==> src/rtl/cmd_rx_pkg.sv <==
package cmd_rx_pkg;

    localparam int ID_W      = 8;
    localparam int DATA_W    = 16;
    localparam int PAYLOAD_W = ID_W + DATA_W;
    localparam int GROUP_W   = 4;

    localparam int                 DEF_MIN_ZEROS = 25;
    localparam logic [GROUP_W-1:0] DEF_ID_GROUP  = 4'h8;

    typedef enum logic [1:0] {
        ST_HUNT,
        ST_PAYLOAD,
        ST_PARITY,
        ST_STOP
    } rx_state_e;

    typedef struct packed {
        logic [ID_W-1:0]   id;
        logic [DATA_W-1:0] data;
    } cmd_word_t;

    // odd parity: payload plus parity bit carry an odd count of ones
    function automatic logic parity_is_odd(input logic [PAYLOAD_W-1:0] payload,
                                           input logic                 par_bit);
        return ^{payload, par_bit};
    endfunction

    function automatic logic id_in_group(input logic [ID_W-1:0]    id,
                                         input logic [GROUP_W-1:0] group);
        return id[ID_W-1 -: GROUP_W] == group;
    endfunction

endpackage

==> src/rtl/cmd_rx_edge.sv <==
module cmd_rx_edge (
    input  logic clk,
    input  logic rst,
    input  logic bit_clk,
    output logic fall
);
    logic bclk_q;

    always_ff @(posedge clk) begin
        if (rst) bclk_q <= 1'b0;
        else     bclk_q <= bit_clk;
    end

    assign fall = bclk_q & ~bit_clk;
endmodule

==> src/rtl/cmd_rx_hunt.sv <==
module cmd_rx_hunt #(
    parameter int MIN_ZEROS = 25
) (
    input  logic clk,
    input  logic rst,
    input  logic sample,
    input  logic bit_in,
    input  logic busy,
    output logic armed
);
    localparam int CW = $clog2(MIN_ZEROS + 1);
    localparam logic [CW-1:0] RUN_MAX = CW'(MIN_ZEROS);

    logic [CW-1:0] zero_run;

    always_ff @(posedge clk) begin
        if (rst || busy) begin
            zero_run <= '0;
        end else if (sample) begin
            if (bit_in)
                zero_run <= '0;
            else if (zero_run != RUN_MAX)
                zero_run <= zero_run + 1'b1;
        end
    end

    assign armed = (zero_run == RUN_MAX);
endmodule

==> src/rtl/cmd_rx_frame.sv <==
module cmd_rx_frame
    import cmd_rx_pkg::*;
#(
    parameter logic [GROUP_W-1:0] ID_GROUP = DEF_ID_GROUP
) (
    input  logic      clk,
    input  logic      rst,
    input  logic      sample,
    input  logic      bit_in,
    input  logic      armed,
    output logic      busy,
    output logic      word_valid,
    output cmd_word_t word
);
    localparam int CNT_W = $clog2(PAYLOAD_W);
    localparam logic [CNT_W-1:0] LAST_BIT = CNT_W'(PAYLOAD_W - 1);

    rx_state_e              state;
    logic [CNT_W-1:0]       bit_cnt;
    logic [PAYLOAD_W-1:0]   shreg;
    logic                   par_bit;
    logic                   frame_ok;

    assign frame_ok = ~bit_in
                    & parity_is_odd(shreg, par_bit)
                    & id_in_group(shreg[PAYLOAD_W-1 -: ID_W], ID_GROUP);

    always_ff @(posedge clk) begin
        if (rst) begin
            state      <= ST_HUNT;
            bit_cnt    <= '0;
            shreg      <= '0;
            par_bit    <= 1'b0;
            word_valid <= 1'b0;
            word       <= '0;
        end else begin
            word_valid <= 1'b0;
            if (sample) begin
                case (state)
                    ST_HUNT: begin
                        if (bit_in && armed) begin
                            state   <= ST_PAYLOAD;
                            bit_cnt <= '0;
                        end
                    end
                    ST_PAYLOAD: begin
                        shreg <= {shreg[PAYLOAD_W-2:0], bit_in};
                        if (bit_cnt == LAST_BIT) state <= ST_PARITY;
                        else                     bit_cnt <= bit_cnt + 1'b1;
                    end
                    ST_PARITY: begin
                        par_bit <= bit_in;
                        state   <= ST_STOP;
                    end
                    ST_STOP: begin
                        state <= ST_HUNT;
                        if (frame_ok) begin
                            word_valid <= 1'b1;
                            word       <= cmd_word_t'(shreg);
                        end
                    end
                    default: state <= ST_HUNT;
                endcase
            end
        end
    end

    assign busy = (state != ST_HUNT);
endmodule

==> src/rtl/cmd_frame_rx.sv <==
module cmd_frame_rx
    import cmd_rx_pkg::*;
#(
    parameter int                 MIN_ZEROS = DEF_MIN_ZEROS,
    parameter logic [GROUP_W-1:0] ID_GROUP  = DEF_ID_GROUP
) (
    input  logic              clk,
    input  logic              rst,
    input  logic              bit_clk,
    input  logic              ser_in,
    output logic [ID_W-1:0]   cmd_id,
    output logic [DATA_W-1:0] cmd_data,
    output logic              cmd_valid
);
    logic      sample;
    logic      armed;
    logic      busy;
    cmd_word_t word;

    cmd_rx_edge u_edge (
        .clk     (clk),
        .rst     (rst),
        .bit_clk (bit_clk),
        .fall    (sample)
    );

    cmd_rx_hunt #(.MIN_ZEROS(MIN_ZEROS)) u_hunt (
        .clk    (clk),
        .rst    (rst),
        .sample (sample),
        .bit_in (ser_in),
        .busy   (busy),
        .armed  (armed)
    );

    cmd_rx_frame #(.ID_GROUP(ID_GROUP)) u_frame (
        .clk        (clk),
        .rst        (rst),
        .sample     (sample),
        .bit_in     (ser_in),
        .armed      (armed),
        .busy       (busy),
        .word_valid (cmd_valid),
        .word       (word)
    );

    assign cmd_id   = word.id;
    assign cmd_data = word.data;
endmodule

==> config.mk <==
export PLATFORM = sky130hd
export DESIGN_NAME = cmd_frame_rx
export DESIGN_NICKNAME = d
export VERILOG_FILES = /design/src/rtl/cmd_rx_pkg.sv /design/src/rtl/cmd_rx_edge.sv /design/src/rtl/cmd_rx_hunt.sv /design/src/rtl/cmd_rx_frame.sv /design/src/rtl/cmd_frame_rx.sv
export SDC_FILE = /design/constraint.sdc
export NUM_CORES = 1
export LEC_CHECK = 0
export BUFFER_PORTS_ARGS = -buffer_cell sky130_fd_sc_hd__buf_2
export CAP_MARGIN = 20
export CORE_MARGIN = 2
export CORE_UTILIZATION = 40
export CTS_BUF_LIST = sky130_fd_sc_hd__clkbuf_16
export CTS_CLUSTER_DIAMETER = 60
export CTS_CLUSTER_SIZE = 28
export DETAILED_ROUTE_END_ITERATION = 10
export GPL_ROUTABILITY_DRIVEN = 1
export HOLD_SLACK_MARGIN = 0.08
export PLACE_DENSITY = 0.68
export RECOVER_POWER = 50
export SLEW_MARGIN = 5
export SYNTH_ARGS = -nofsm -noshare
export SYNTH_HDL_FRONTEND = slang
export SYNTH_SLANG_ARGS = --single-unit
==> constraint.sdc <==
create_clock -name clk -period 5.1 [get_ports clk]
set_input_delay 0.765 -clock clk [delete_from_list [all_inputs] [get_ports clk]]
set_output_delay 0.765 -clock clk [all_outputs]
set_load 0.01 [all_outputs]
==> impl_metrics.toml <==
[outcome]
outcome = "complete, but fails checks"
violations = "max-capacitance violations, max-slew violations"

[timing]
finalCritPeriodShare_pct = 65.3
maxSlewViolCount = 79
setup_tns_ps = 0
worst_slew_pin_slew_ps = 1740
worst_slew_margin_rel_pct = -16.0
setup_viol_count_final = 0
max_freq_mhz = 300
rsz0062_at_grt = "false"
fin_skew_ps = 7.80
hold_violations = 0
period_needed_ps = 3330

[yosys]
synthArstFlopShare_pct = 0
synth_ff_type = "dfxtp_1"
syn_area_per_cell_sq_um = 8.98
ys_seq_area_share_pct = 46.0
synthDistinctLibCells = 33
synth_top_area_share_pct = 46.0
synth_nets = 316
synth_edf_count = 0
syn-cell-area_sq_um = 2740
synth.largest_area_cell = "dfxtp_1"
netlist_instances = 305
yosys_warnings = 0
synth-seq-cells = 63
ys_top_cells_by_area = "dfxtp_1, nand2_1, mux2i_1"

[clock_network]
cts_hold_buffers = 0
tritoncts = "done"
post_cts_resized = 0
post_cts_buffers = 0
numCtsBuffers = 9
cts_htree_levels = 3
clkSlewWorstSetupHoldPaths_ps = 50
clock_latency_ps = 330
cts_sinks = 63
clock_path_buffers = 2
root_buffer = "clkbuf_16"

[placed_design]
placed_cell_area_sq_um = 2900
port_buffers = 28
place.gp.congestion = 0.795
hpwl_um = 3150

[final_layout]
nNetsFinal = 340
fin_area_sq_um = 3140
layout-drive-gt1-share_pct = 5.71
antenna_cells = 0
area_delta_synth_final_pct = 14.4
final_common_cell = "nand2_1"
final_cell_mix = "nand2_1, dfxtp_1, clkbuf_1"

[pwr]
leakagePower_nw = 1.10
ir_drop_v = 0.000164
power_density_nw_per_um2 = 345

[routing]
drcViolationCount = 0
antenna_left = 0
vias = 2017
wire_per_inst_um = 11.8
drt_iter0_markers = 104
first_pass_iters = 4
viasPerCell = 4.88
drt_wl_total_um = 4860

[critical_path]
cpMaxStageDelayCell = "clkbuf_1"
worstSetupEndpointType = "flop"
start_kind = "input port"
required_ps = 5320
critPathMaxStageDelay_ps = 1270
r2r_slack_ps = 2900
critPathMaxFanout = 43
critical_path_class = "input port to flop"
crit_top_cell = "clkbuf_1"
crit_chain = "clkbuf_1, clkinv_1, clkbuf_1, nand3_1, a221oi_1"
r2r_cells = 6
r2r-start = "u_frame.shreg[11]"
timing.rr.end = "u_frame.word[4]"
worst_ep_arrival_time_ps = 3550

[job]
drv_cap = 2

[global_routing]
grt_max_degree = 44
track_usage_pct = 14.4
grt_pass1_wl_um = 8480
grt_pass1_vias = 1937
grt.overflow.total = 0
antenna_found_initial = 0

[floorplan]
io_pins = 29
core_sq_um = 6720
chipWidth_um = 86.8
rows = 30
die_h_um = 86.8
dieArea_sq_um = 7530
start_util_pct = 40.8

[min_path]
hold_end = "u_frame.word[6]"
hold_depth = 2
worstHoldStart = "u_frame.word[6]"
min_path_type = "flop to flop"
-- critical path: cells and delay by family --
kind	cells	cell delay [ps]
buffers and inverters	3	1970
AO/OA/AOI/OAI	1	350
AND/OR/NAND/NOR	1	440
-- metrics by stage --
step	std cells	total power, mW	setup WS, ps	hold slack, ps	util, %
floorplan	305	0.518	3110	449	-
global placement	398	0.523	2600	440	43.1
detailed placement	398	0.523	2580	443	43.1
CTS	413	1.09	2870	455	47.2
global route	413	1.12	1410	470	46.7
finish	413	1.08	1770	453	46.7
-- logic make-up (layout without fill, tap and decap cells) --
| logic type | Yosys count | after routing | synth area share, % |
|---|---|---|---|
| DFF | 63 | 63 | 46.0 |
| AOI/OAI and AO/OA | 34 | 34 | 6.85 |
| adders and majority gates | 7 | 7 | 3.20 |
| and+or+nand+nor | 130 | 130 | 21.1 |
| xor gates and xnor gates | 30 | 30 | 11.2 |
| muxes | 21 | 21 | 7.67 |
| buffers and inverters | 20 | 48 | 3.93 |
-- where the power goes --
group          switching, mW  internal (mW)  leakage, nW
clock                  0.200          0.369        0.146
sequential           0.00109          0.494        0.508
combinational         0.0141        0.00328        0.446
total                  0.215          0.866         1.10
-- state kept, by name (all words and copies together), names as in the netlist --
signal / flops
u_edge.bclk_q: 1
u_frame.bit_cnt: 5
u_frame.par_bit: 1
u_frame.shreg: 24
u_frame.state: 2
u_frame.word: 24
u_frame.word_valid: 1
u_hunt.zero_run: 5
-- worst max-delay path by stage --
stage                      start                  to  slack [ps]  cells past startpoint
6_report                     rst  u_hunt.zero_run[1]        1770                      5
5_1_grt                      rst  u_hunt.zero_run[1]        1410                      5
4_1_cts        u_frame.shreg[19]    u_frame.word[12]        2870                      6
3_5_place_dp             bit_clk    u_frame.shreg[0]        2580                      5
3_3_place_gp             bit_clk    u_frame.shreg[6]        2600                      5
2_1_floorplan            bit_clk   u_frame.shreg[16]        3110                      7
-- metal layers --
| layer | part of all wire, % | wire length (um) | vias to the layer above | track usage [%] |
|---|---|---|---|---|
| met1 | 49 | 2360 | 934 | 17.2 |
| met2 | 46 | 2220 | 23 | 23.6 |
| li1 | - | - | 1051 | - |
| met4 | 2.6 | 125 | 0 | 8.10 |
| met5 | 0 | 0 | - | 0 |
| met3 | 3.1 | 151 | 9 | 3.43 |
-- cell type report --
class | count | area, sq um
clock buffers | 9 | 225
well taps | 80 | 100
clock inverters | 6 | 53.8
flip-flops and latches | 63 | 1260
repair buffers | 29 | 110
inverters | 4 | 15.0
multi-input cells | 222 | 1370
fillers | 656 | 3580
-- synth_stat cells, types with 4 or more instances --
cell	count
nand2_1	96
dfxtp_1	63
a21oi_1	27
mux2i_1	21
xnor2_1	17
clkbuf_1	14
nor2_1	10
xor2_1	9
ha_1	7
nand4_1	4
No activity file was read; power rests on OpenSTA's default activity.
